--- config.mk ---
export PLATFORM = sky130hd
export DESIGN_NAME = sdma_engine
export DESIGN_NICKNAME = d
export VERILOG_FILES = /design/src/rtl/sdma_pkg.sv /design/src/rtl/sdma_stride.sv /design/src/rtl/sdma_fifo.sv /design/src/rtl/sdma_engine.sv
export SDC_FILE = /design/constraint.sdc
export NUM_CORES = 1
export LEC_CHECK = 0
export BUFFER_PORTS_ARGS = -buffer_cell sky130_fd_sc_hd__buf_2
export CORE_UTILIZATION = 50
export CTS_BUF_LIST = sky130_fd_sc_hd__clkbuf_8 sky130_fd_sc_hd__clkbuf_16
export CTS_CLUSTER_DIAMETER = 30
export DETAILED_ROUTE_END_ITERATION = 12
export PLACE_DENSITY = 0.81
export SETUP_SLACK_MARGIN = 0.15
export SLEW_MARGIN = 5
export SYNTH_ARGS = -nofsm -noshare
export SYNTH_HDL_FRONTEND = slang
export SYNTH_SLANG_ARGS = --single-unit
--- constraint.sdc ---
create_clock -name clk -period 8 [get_ports clk]
set_input_delay 1.2 -clock clk [delete_from_list [all_inputs] [get_ports clk]]
set_output_delay 1.2 -clock clk [all_outputs]
set_load 0.01 [all_outputs]
--- src/rtl/sdma_pkg.sv ---
package sdma_pkg;
    typedef enum logic [2:0] {
        REG_RADDR = 3'd0,
        REG_WADDR = 3'd1,
        REG_LEN   = 3'd2,
        REG_CTRL  = 3'd3,
        REG_STAT  = 3'd4,
        REG_BEATS = 3'd5
    } reg_sel_e;

    localparam int CTRL_RFIX = 3;
    localparam int CTRL_WFIX = 4;
    localparam int CTRL_GO   = 5;
    localparam int CTRL_CLR  = 6;
endpackage

--- src/rtl/sdma_stride.sv ---
module sdma_stride #(
    parameter int ADDR_W   = 32,
    parameter int LEN_W    = 16,
    parameter int MAX_CODE = 4
) (
    input  logic [2:0]        code,
    input  logic              rfix,
    input  logic              wfix,
    output logic [ADDR_W-1:0] rinc,
    output logic [ADDR_W-1:0] winc,
    output logic [LEN_W-1:0]  step,
    output logic [2:0]        ecode
);
    logic [ADDR_W-1:0] unit;

    // codes beyond the port width collapse to the widest access
    assign ecode = (code > 3'(MAX_CODE)) ? 3'(MAX_CODE) : code;
    assign unit  = ADDR_W'(1) << ecode;
    assign step  = LEN_W'(1) << ecode;
    assign rinc  = rfix ? '0 : unit;
    assign winc  = wfix ? '0 : unit;
endmodule

--- src/rtl/sdma_fifo.sv ---
module sdma_fifo #(
    parameter int W     = 128,
    parameter int DEPTH = 2
) (
    input  logic         clk,
    input  logic         rst_n,
    input  logic         push,
    input  logic         pop,
    input  logic         flush,
    input  logic [W-1:0] din,
    output logic [W-1:0] dout,
    output logic         full,
    output logic         empty
);
    localparam int PW = (DEPTH > 1) ? $clog2(DEPTH) : 1;
    localparam int CW = $clog2(DEPTH + 1);

    logic [W-1:0]  mem [DEPTH];
    logic [PW-1:0] wp_d, wp_q, rp_d, rp_q;
    logic [CW-1:0] cnt_d, cnt_q;
    logic          do_push, do_pop;

    assign full    = (cnt_q == CW'(DEPTH));
    assign empty   = (cnt_q == '0);
    assign do_push = push && !full && !flush;
    assign do_pop  = pop && !empty && !flush;
    assign dout    = mem[rp_q];

    function automatic logic [PW-1:0] nxt(input logic [PW-1:0] p);
        return (p == PW'(DEPTH - 1)) ? '0 : p + PW'(1);
    endfunction

    always_comb begin
        wp_d  = do_push ? nxt(wp_q) : wp_q;
        rp_d  = do_pop  ? nxt(rp_q) : rp_q;
        cnt_d = cnt_q + CW'(do_push) - CW'(do_pop);
        if (flush) begin
            wp_d  = '0;
            rp_d  = '0;
            cnt_d = '0;
        end
    end

    always_ff @(posedge clk or negedge rst_n) begin
        if (!rst_n) begin
            wp_q  <= '0;
            rp_q  <= '0;
            cnt_q <= '0;
        end else begin
            wp_q  <= wp_d;
            rp_q  <= rp_d;
            cnt_q <= cnt_d;
        end
    end

    always_ff @(posedge clk) begin
        if (do_push) mem[wp_q] <= din;
    end
endmodule

--- src/rtl/sdma_engine.sv ---
module sdma_engine
    import sdma_pkg::*;
#(
    parameter int ADDR_W     = 32,
    parameter int LEN_W      = 16,
    parameter int DATA_BYTES = 16,
    parameter int FIFO_DEPTH = 2,
    localparam int DATA_W    = DATA_BYTES * 8
) (
    input  logic              clk,
    input  logic              rst_n,
    input  logic              reg_wr,
    input  logic [2:0]        reg_addr,
    input  logic [31:0]       reg_wdata,
    output logic [31:0]       reg_rdata,
    output logic              rd_req,
    output logic [ADDR_W-1:0] rd_addr,
    input  logic              rd_wait,
    input  logic [DATA_W-1:0] rd_data,
    input  logic              rd_eop,
    output logic              wr_req,
    output logic [ADDR_W-1:0] wr_addr,
    output logic [DATA_W-1:0] wr_data,
    input  logic              wr_wait,
    input  logic              wr_eop
);
    localparam int MAX_CODE = $clog2(DATA_BYTES);

    typedef struct packed {
        logic              busy;
        logic              done;
        logic              rd_term;
        logic [2:0]        code;
        logic              rfix;
        logic              wfix;
        logic [ADDR_W-1:0] raddr;
        logic [ADDR_W-1:0] waddr;
        logic [LEN_W-1:0]  len;
        logic [LEN_W-1:0]  rd_rem;
    } eng_t;

    eng_t s_d, s_q;

    logic [ADDR_W-1:0] rinc, winc;
    logic [LEN_W-1:0]  step, len_after, rem_after;
    logic [2:0]        ecode;
    logic              rd_fire, wr_fire, clr, fifo_flush;
    logic              fifo_full, fifo_empty;
    logic              busy, done, rfix, wfix;
    logic [2:0]        width_code;

    sdma_stride #(.ADDR_W(ADDR_W), .LEN_W(LEN_W), .MAX_CODE(MAX_CODE)) u_stride (
        .code (s_q.code),
        .rfix (s_q.rfix),
        .wfix (s_q.wfix),
        .rinc (rinc),
        .winc (winc),
        .step (step),
        .ecode(ecode)
    );

    sdma_fifo #(.W(DATA_W), .DEPTH(FIFO_DEPTH)) u_fifo (
        .clk  (clk),
        .rst_n(rst_n),
        .push (rd_fire && !clr),
        .pop  (wr_fire && !clr),
        .flush(fifo_flush),
        .din  (rd_data),
        .dout (wr_data),
        .full (fifo_full),
        .empty(fifo_empty)
    );

    assign clr       = reg_wr && (reg_addr == REG_CTRL) && reg_wdata[CTRL_CLR];
    assign rd_req    = s_q.busy && !s_q.rd_term && (s_q.rd_rem != '0) && !fifo_full;
    assign wr_req    = s_q.busy && !fifo_empty && (s_q.len != '0);
    assign rd_fire   = rd_req && !rd_wait;
    assign wr_fire   = wr_req && !wr_wait;
    assign len_after = (s_q.len > step) ? s_q.len - step : '0;
    assign rem_after = (s_q.rd_rem > step) ? s_q.rd_rem - step : '0;
    assign rd_addr   = s_q.raddr;
    assign wr_addr   = s_q.waddr;

    assign busy       = s_q.busy;
    assign done       = s_q.done;
    assign rfix       = s_q.rfix;
    assign wfix       = s_q.wfix;
    assign width_code = s_q.code;

    always_comb begin
        s_d        = s_q;
        fifo_flush = 1'b0;
        if (clr) begin
            s_d.busy    = 1'b0;
            s_d.done    = 1'b0;
            s_d.rd_term = 1'b0;
            s_d.len     = '0;
            s_d.rd_rem  = '0;
            fifo_flush  = 1'b1;
        end else begin
            if (reg_wr && !s_q.busy) begin
                case (reg_addr)
                    REG_RADDR: s_d.raddr = reg_wdata[ADDR_W-1:0];
                    REG_WADDR: s_d.waddr = reg_wdata[ADDR_W-1:0];
                    REG_LEN:   s_d.len   = reg_wdata[LEN_W-1:0];
                    REG_CTRL: begin
                        s_d.code = reg_wdata[2:0];
                        s_d.rfix = reg_wdata[CTRL_RFIX];
                        s_d.wfix = reg_wdata[CTRL_WFIX];
                        if (reg_wdata[CTRL_GO]) begin
                            s_d.rd_term = 1'b0;
                            s_d.rd_rem  = s_q.len;
                            s_d.done    = (s_q.len == '0);
                            s_d.busy    = (s_q.len != '0);
                        end
                    end
                    default: ;
                endcase
            end
            if (rd_fire) begin
                s_d.raddr  = s_q.raddr + rinc;
                s_d.rd_rem = rem_after;
                if (rd_eop) s_d.rd_term = 1'b1;
            end
            if (wr_fire) begin
                s_d.waddr = s_q.waddr + winc;
                s_d.len   = len_after;
                if ((len_after == '0) || wr_eop) begin
                    s_d.busy = 1'b0;
                    s_d.done = 1'b1;
                end
                if (wr_eop) fifo_flush = 1'b1;
            end else if (s_q.busy && s_q.rd_term && fifo_empty) begin
                s_d.busy = 1'b0;
                s_d.done = 1'b1;
            end
        end
    end

    always_ff @(posedge clk or negedge rst_n) begin
        if (!rst_n) s_q <= '0;
        else        s_q <= s_d;
    end

    always_comb begin
        case (reg_addr)
            REG_RADDR: reg_rdata = 32'(s_q.raddr);
            REG_WADDR: reg_rdata = 32'(s_q.waddr);
            REG_LEN:   reg_rdata = 32'(s_q.len);
            REG_CTRL:  reg_rdata = {26'd0, s_q.busy, s_q.wfix, s_q.rfix, s_q.code};
            REG_STAT:  reg_rdata = {30'd0, s_q.busy, s_q.done};
            REG_BEATS: reg_rdata = 32'(s_q.len >> ecode);
            default:   reg_rdata = '0;
        endcase
    end
endmodule

# ---- Word-level counts from Yosys, hierarchy flattened
# Memories as Yosys holds them, arrays and structs flattened.
# Cells that the tools add are included.
dict set report totals {
  regBits 108
  ramBits 256
  in_bits 170
  output_inout_bits 226
  word_cells 120
  n_memories 1
}
# memory words word_bits rd rd_clocked_by_memory_dff wr line
set memory_table {}
lappend memory_table {u_fifo.mem 2 128 1 0 1 sdma_fifo.sv:18} ;# logic [W-1:0] mem [DEPTH];
dict set report classes {
  add_sub_neg 8
  magnitude_cmp 3
  eq_ne 6
  shift 3
  n_mux 36
  bitwise_logic 1
  reduce_logical 49
}
# operator n
set ops {}
lappend ops {{$mux 32} 6}
lappend ops {{$pmux 32 s6} 1}
lappend ops {{$mux 104} 1}
lappend ops {{$mux 16} 6}
lappend ops {{$add 32x32->32} 2}
lappend ops {{$mux 48} 1}
lappend ops {{$gt 16x16->1} 2}
lappend ops {{$logic_not 16->1} 2}
lappend ops {{$reduce_bool 16->1} 2}
lappend ops {{$shl 1x3->32 const A} 1}
lappend ops {{$shr 16x3->32} 1}
lappend ops {{$sub 16x16->16} 2}
lappend ops {{$logic_and 1x1->1} 18}
lappend ops {{$shl 1x3->16 const A} 1}
lappend ops {{$reduce_bool 3->1} 5}
lappend ops {{$mux 1} 13}
lappend ops {{$reduce_and 3->1} 4}
lappend ops {{$reduce_bool 2->1} 6}
lappend ops {{$mux 3} 3}
lappend ops {{$logic_not 1->1} 8}
lappend ops {{$mux 2} 4}
lappend ops {{$mux 8} 1}
lappend ops {{$eq 3x2->1 const B} 2}
lappend ops {{$eq 3x3->1 const B} 2}
lappend ops {{other kinds (11)} 12}

# ---- Longest topological paths before layout
dict set report depth {
  depth_word 12
  depth_mapped 16
  depth_no_buf 13
}

# ---- Modules after synthesis
# Synthesis repeated with hierarchy kept, for this count alone.
dict set report unflattened {
  cells_unflattened 1927
  hier_area_um2 21466.8
}
# mod n_inst cells_per_inst area_each_um2 seq_area_each_um2
set by_module_without_submodules {}
lappend by_module_without_submodules {sdma_engine 1 1417 11272.1 2602.5}
lappend by_module_without_submodules {sdma_fifo 1 423 9507.9 7787.5}
lappend by_module_without_submodules {sdma_stride 1 87 686.9 0.0}

# ---- Worst setup path after synthesis
# Ideal clock, no wire load.
dict set report synth_path {
  path_kind {input to register}
  startpoint {input reg_addr[2]}
  endpoint {memory u_fifo.mem[0][0], enable pin}
  setup_time_ns 0.632
  arrival_time_ns 7.993
  required_time_ns 7.368
  path_slack_ns -0.625
  cell_stages 7
  n_path_buf 2
  cell_sequence {clkbuf_1 > and3b_1 > nand3_1 > nand2_1 > buf_2 > a21oi_1 > nor2b_1}
}
dict set report synth_between {
  elab_chain_cells 9
  elab_cells_between_ends 11
  classes_between {eq/ne (1); mux (3); reduce/logical (7)}
}
# element line
set synth_lines {}
lappend synth_lines {{from (decl)} sdma_engine.sv:13} ;# input logic [2:0] reg_addr,
lappend synth_lines {{$eq 3x2->1 *} sdma_engine.sv:74} ;# assign clr = reg_wr && (reg_addr == REG_CTRL) && reg_wdata[CTRL_CLR];
lappend synth_lines {{$logic_and 1x1->1 * (2 in a row)} sdma_engine.sv:74}
lappend synth_lines {{$logic_not 1->1} sdma_engine.sv:65} ;# .push (rd_fire && !clr),
lappend synth_lines {{$logic_and 1x1->1} sdma_engine.sv:65}
lappend synth_lines {{$logic_and 1x1->1} sdma_fifo.sv:25} ;# assign do_push = push && !full && !flush;
lappend synth_lines {{$logic_and 1x1->1 *} sdma_fifo.sv:25}
lappend synth_lines {{$mux 1 *} sdma_fifo.sv:57} ;# if (do_push) mem[wp_q] <= din;
lappend synth_lines {{$mux 1 (not written as such) *} sdma_fifo.sv:57}
lappend synth_lines {{to (decl)} sdma_fifo.sv:18}
# Every way passes the cells marked *; elsewhere a longest branch is shown, timed or not.

# ---- Worst setup path after layout
dict set report layout_path {
  startpoint {register s_q (netlist bit busy)}
  endpoint {memory u_fifo.mem[1][14], enable pin}
}
dict set report layout_between {
  elab_chain_cells 9
  elab_cells_between_ends 15
  classes_between {mux (4); reduce/logical (11)}
}
# element line
set layout_lines {}
lappend layout_lines {{from (decl)} sdma_engine.sv:42} ;# eng_t s_d, s_q;
lappend layout_lines {{from (signal assigned)} sdma_engine.sv:141} ;# if (!rst_n) s_q <= '0;
lappend layout_lines {{from (signal assigned)} sdma_engine.sv:142} ;# else s_q <= s_d;
lappend layout_lines {{$logic_and 1x1->1, on equally long branches (2 in a row)} {sdma_engine.sv:76, sdma_engine.sv:75}}
lappend layout_lines {{$logic_and 1x1->1, on equally long branches} {sdma_engine.sv:78, sdma_engine.sv:75}}
lappend layout_lines {{$mux 1 or $logic_and 1x1->1 (tied branches)} {sdma_engine.sv:125, sdma_engine.sv:77}}
lappend layout_lines {{$mux 1 or $logic_and 1x1->1 (tied branches)} {sdma_engine.sv:93, sdma_engine.sv:65}}
lappend layout_lines {{$logic_not 1->1 or $logic_and 1x1->1 (tied branches)} sdma_fifo.sv:25}
lappend layout_lines {{$logic_and 1x1->1 *} sdma_fifo.sv:25}
lappend layout_lines {{$mux 1 *} sdma_fifo.sv:57}
lappend layout_lines {{$mux 1 (not written as such) *} sdma_fifo.sv:57}
# Marked as above.

==> results_tabular.tex <==
\begin{tabular}{lr}
\hline
Metric & Value \\
\hline
\multicolumn{2}{l}{\textbf{Finish}} \\
\# nets final & 2150 \\
Leading cell types in the layout, fill and taps excluded & sky130\_fd\_sc\_hd\_\_buf\_2, sky130\_fd\_sc\_hd\_\_edfxtp\_1, sky130\_fd\_sc\_hd\_\_mux2\_2 \\
Fraction of final layout cells sized beyond drive strength 1 & 0.363 \\
Final core utilization & 0.637 \\
Fill cell count & 2760 \\
Syn-to-layout area delta & 24.5\% \\
Most common cell after layout, fill and taps aside & sky130\_fd\_sc\_hd\_\_buf\_2 \\
\multicolumn{2}{l}{\textbf{CTS}} \\
Count of hold-fix buffers inserted at cts & 0 \\
Clock slew at reported path FFs & 50 ps \\
Number of buffers added by the clock tree synthesis step & 83 \\
Cell chosen for the clock root & sky130\_fd\_sc\_hd\_\_clkbuf\_16 \\
Clock latency of the later-clocked register in the worst-skew pair & 610 ps \\
CTS sink count & 364 \\
Largest buffer count on any clock path & 3 \\
Maximum level of the CTS H-tree & 3 \\
Post-CTS Repair Setup Buffers & 0 \\
TritonCTS clock tree & yes \\
Number of resized instances in the post-cts repair step & 0 \\
\multicolumn{2}{l}{\textbf{Pwr}} \\
Total power & 0.00985 W \\
Internal Power & 0.00605 W \\
Sequential Power Share & 0.315 \\
Switching share of power & 0.386 \\
Net load switching power & 0.00380 W \\
Part of the total power dissipated in the clock network & 0.323 \\
Share of power burned in combinational logic & 0.362 \\
Power density of the placed cells & 420 nW/um\^{}2 \\
Worst vdd ir & 307 uV \\
LEAKAGE & 9.66 nW \\
\multicolumn{2}{l}{\textbf{Route}} \\
Pre-Repair DR Iteration Count & 7 \\
Routed wirelength normalized by instance count & 22.4 um \\
Via count of the routed design & 15058 \\
Via-to-Cell Ratio & 6.06 \\
Wirelength, routed & 55600 um \\
Antenna Nets Post-Route & 0 \\
Drt drc & 0 \\
Drt first-iter violations & 1508 \\
\multicolumn{2}{l}{\textbf{Die}} \\
Placement row count & 70 \\
Die outline area & 38400 um\^{}2 \\
Horizontal extent of the die & 196 um \\
Initial core utilization & 0.512 \\
Core outline area & 36800 um\^{}2 \\
Vertical die dimension & 196 um \\
Ports placed on the boundary & 396 \\
\multicolumn{2}{l}{\textbf{Worst setup path}} \\
Critical path required time & 8210 ps \\
Data arrival time of the critical path & 4990 ps \\
Worst setup path endpoint & u\_fifo.mem[1][14] \\
Worst Reg-to-Reg Cells & 6 \\
WS Path Type & register to register \\
Biggest cell delay along the critical path & 970 ps \\
Stages on worst setup path & 6 \\
Maximum fanout encountered on the critical timing path & 60 \\
Cell-by-cell trace of the critical path & inv\_1 -> a211o\_1 -> or3\_1 -> nor2\_1 -> and3\_4 -> buf\_4 \\
Kind of capture point of the worst setup path & register \\
Start point of the critical path & busy \\
Cell at the slowest stage of the critical path & sky130\_fd\_sc\_hd\_\_nor2\_1 \\
Category of the worst setup path launch point & register \\
Flop2flop setup slack & 3220 ps \\
Crit path buffers/inverters & 2 \\
Cell family contributing the most delay on the critical path & simple AND/OR/NAND/NOR gates \\
Endpoint of the worst register-to-register path & u\_fifo.mem[1][14] \\
Launching point of the worst reg2reg path & busy \\
\multicolumn{2}{l}{\textbf{Synthesis}} \\
Number of flip-flops and latches in the synthesized netlist & 364 \\
Share of synthesized flip-flops with an asynchronous set or reset & 0.297 \\
Main synth FF type & sky130\_fd\_sc\_hd\_\_edfxtp\_1 \\
Synth area leaders & sky130\_fd\_sc\_hd\_\_edfxtp\_1, sky130\_fd\_sc\_hd\_\_dfrtp\_1, sky130\_fd\_sc\_hd\_\_mux2\_2 \\
Cell type with the highest aggregate area in the netlist & sky130\_fd\_sc\_hd\_\_edfxtp\_1 \\
Proportion of synthesized chip area in sequential cells & 0.552 \\
Synth unique cells & 81 \\
Count of mapped cells out of synthesis & 1589 \\
Post-synthesis instance area & 18800 um\^{}2 \\
Count of flip-flops with a built-in enable after synthesis & 256 \\
Warnings, synthesis & 0 \\
Area share of the largest cell type after synthesis & 0.408 \\
Avg Synthesized Cell Area & 11.8 um\^{}2 \\
\multicolumn{2}{l}{\textbf{Run status}} \\
Run status & complete, no violations \\
\multicolumn{2}{l}{\textbf{Timing}} \\
Final period demand of the worst path & 4780 ps \\
Worst clock skew on the final layout & 34.6 ps \\
Final number of setup-violating endpoints & 0 \\
Final count of hold timing violations & 0 \\
Setup TNS & 0 ps \\
Final hold slack & 563 ps \\
Highest attainable clock frequency & 209 MHz \\
Share of the cycle needed by the critical path after routing & 0.597 \\
Max-slew headroom & 0.125 \\
Max-slew violation total from the final report & 0 \\
Setup repair after global routing missed its margin & no \\
Pin slew with the least headroom to its limit & 1310 ps \\
\multicolumn{2}{l}{\textbf{Placed design}} \\
HPWL reported at the end of detailed placement & 37900 um \\
Number of buffers inserted by port buffering & 395 \\
RePlAce Congestion & 0.925 \\
\multicolumn{2}{l}{\textbf{Global routing}} \\
GR Overflow Total & 0 \\
Gr usage total & 0.287 \\
Antenna violations before repair & 10 \\
Global-route wire length before repair & 84500 um \\
Pin count of the biggest net entering global routing & 95 \\
Number of global-route vias before repair & 14837 \\
\multicolumn{2}{l}{\textbf{Run}} \\
Total of max-cap violations & 0 \\
\multicolumn{2}{l}{\textbf{Hold path}} \\
Class of the worst hold path & register to register \\
\hline
\end{tabular}
synth_stat cells, types with 25 or more instances:
cell type / n
sky130_fd_sc_hd__a21oi_1: 96
sky130_fd_sc_hd__buf_4: 65
sky130_fd_sc_hd__clkbuf_1: 61
sky130_fd_sc_hd__dfrtp_1: 108
sky130_fd_sc_hd__edfxtp_1: 256
sky130_fd_sc_hd__ha_1: 35
sky130_fd_sc_hd__inv_1: 35
sky130_fd_sc_hd__mux2_2: 135
sky130_fd_sc_hd__mux2i_1: 25
sky130_fd_sc_hd__nand2_1: 85
sky130_fd_sc_hd__nor2_1: 120
sky130_fd_sc_hd__nor3_1: 32
sky130_fd_sc_hd__o21ai_0: 101
power groups by stage:
stage | Sequential, W | Clock (W) | Combinational [W]
after floorplan | 0.00279 | 0 | 0.00280
after global placement | 0.00308 | 0 | 0.00342
after detailed placement | 0.00310 | 0 | 0.00348
after CTS | 0.00308 | 0.00321 | 0.00352
after global routing | 0.00315 | 0.00331 | 0.00389
final | 0.00311 | 0.00318 | 0.00356
state kept, by name, summed over array words and instances (netlist names):
register and flops:
u_fifo.wp_q 1, busy 1, u_fifo.mem 256, width_code 3, u_fifo.cnt_q 2, u_fifo.rp_q 1
rfix 1, rd_addr 32, wfix 1, done 1, wr_addr 32, s_q 33
cell type report:
type	instances	area, um^2	area share
flip-flops and latches	364	10400	0.443
diodes	10	25.0	0.00107
inverters	35	131	0.00561
well taps	468	586	0.0250
clock inverters	64	546	0.0233
multi-input cells	1045	7510	0.320
repair buffers	412	2120	0.0904
clock buffers	87	2130	0.0910
metal layers:
metal	global-route usage	wire, um	up-vias
met3	0.0712	5370	177
li1	-	-	6693
met5	0	13	-
met1	0.351	20700	7304
met4	0.141	2450	2
met2	0.476	27100	882
stage by stage:
stage / cells / worst slack [ps] / instance area [um^2]
global placement: 2324 / 3010 / 20700
finish: 2485 / 3220 / 23400
global route: 2484 / 3030 / 23400
floorplan: 1599 / 1830 / 18900
CTS: 2475 / 3290 / 23400
detailed placement: 2324 / 2880 / 20700
kinds of logic after synthesis:
| family | Yosys count | synth area share |
|---|---|---|
| AOI/OAI and AO/OA | 407 | 0.141 |
| and+or+nand+nor | 381 | 0.101 |
| DFF | 364 | 0.552 |
| buffers and inverters | 190 | 0.0530 |
| muxes | 174 | 0.111 |
| adders and majority gates | 39 | 0.0275 |
| xor gates and xnor gates | 32 | 0.0149 |
| other | 2 | 0.000399 |
worst min path at each step:
stage                            from            end  depth (start not counted)
after floorplan            wr_addr[4]     wr_addr[4]                          2
after global placement    wr_addr[18]    wr_addr[18]                          1
after detailed placement  wr_addr[18]    wr_addr[18]                          1
after CTS                 wr_addr[18]    wr_addr[18]                          1
after global routing            rst_n  width_code[0]                          1
final                     wr_addr[18]    wr_addr[18]                          1
Note: power is estimated with default switching activity, not from simulation.
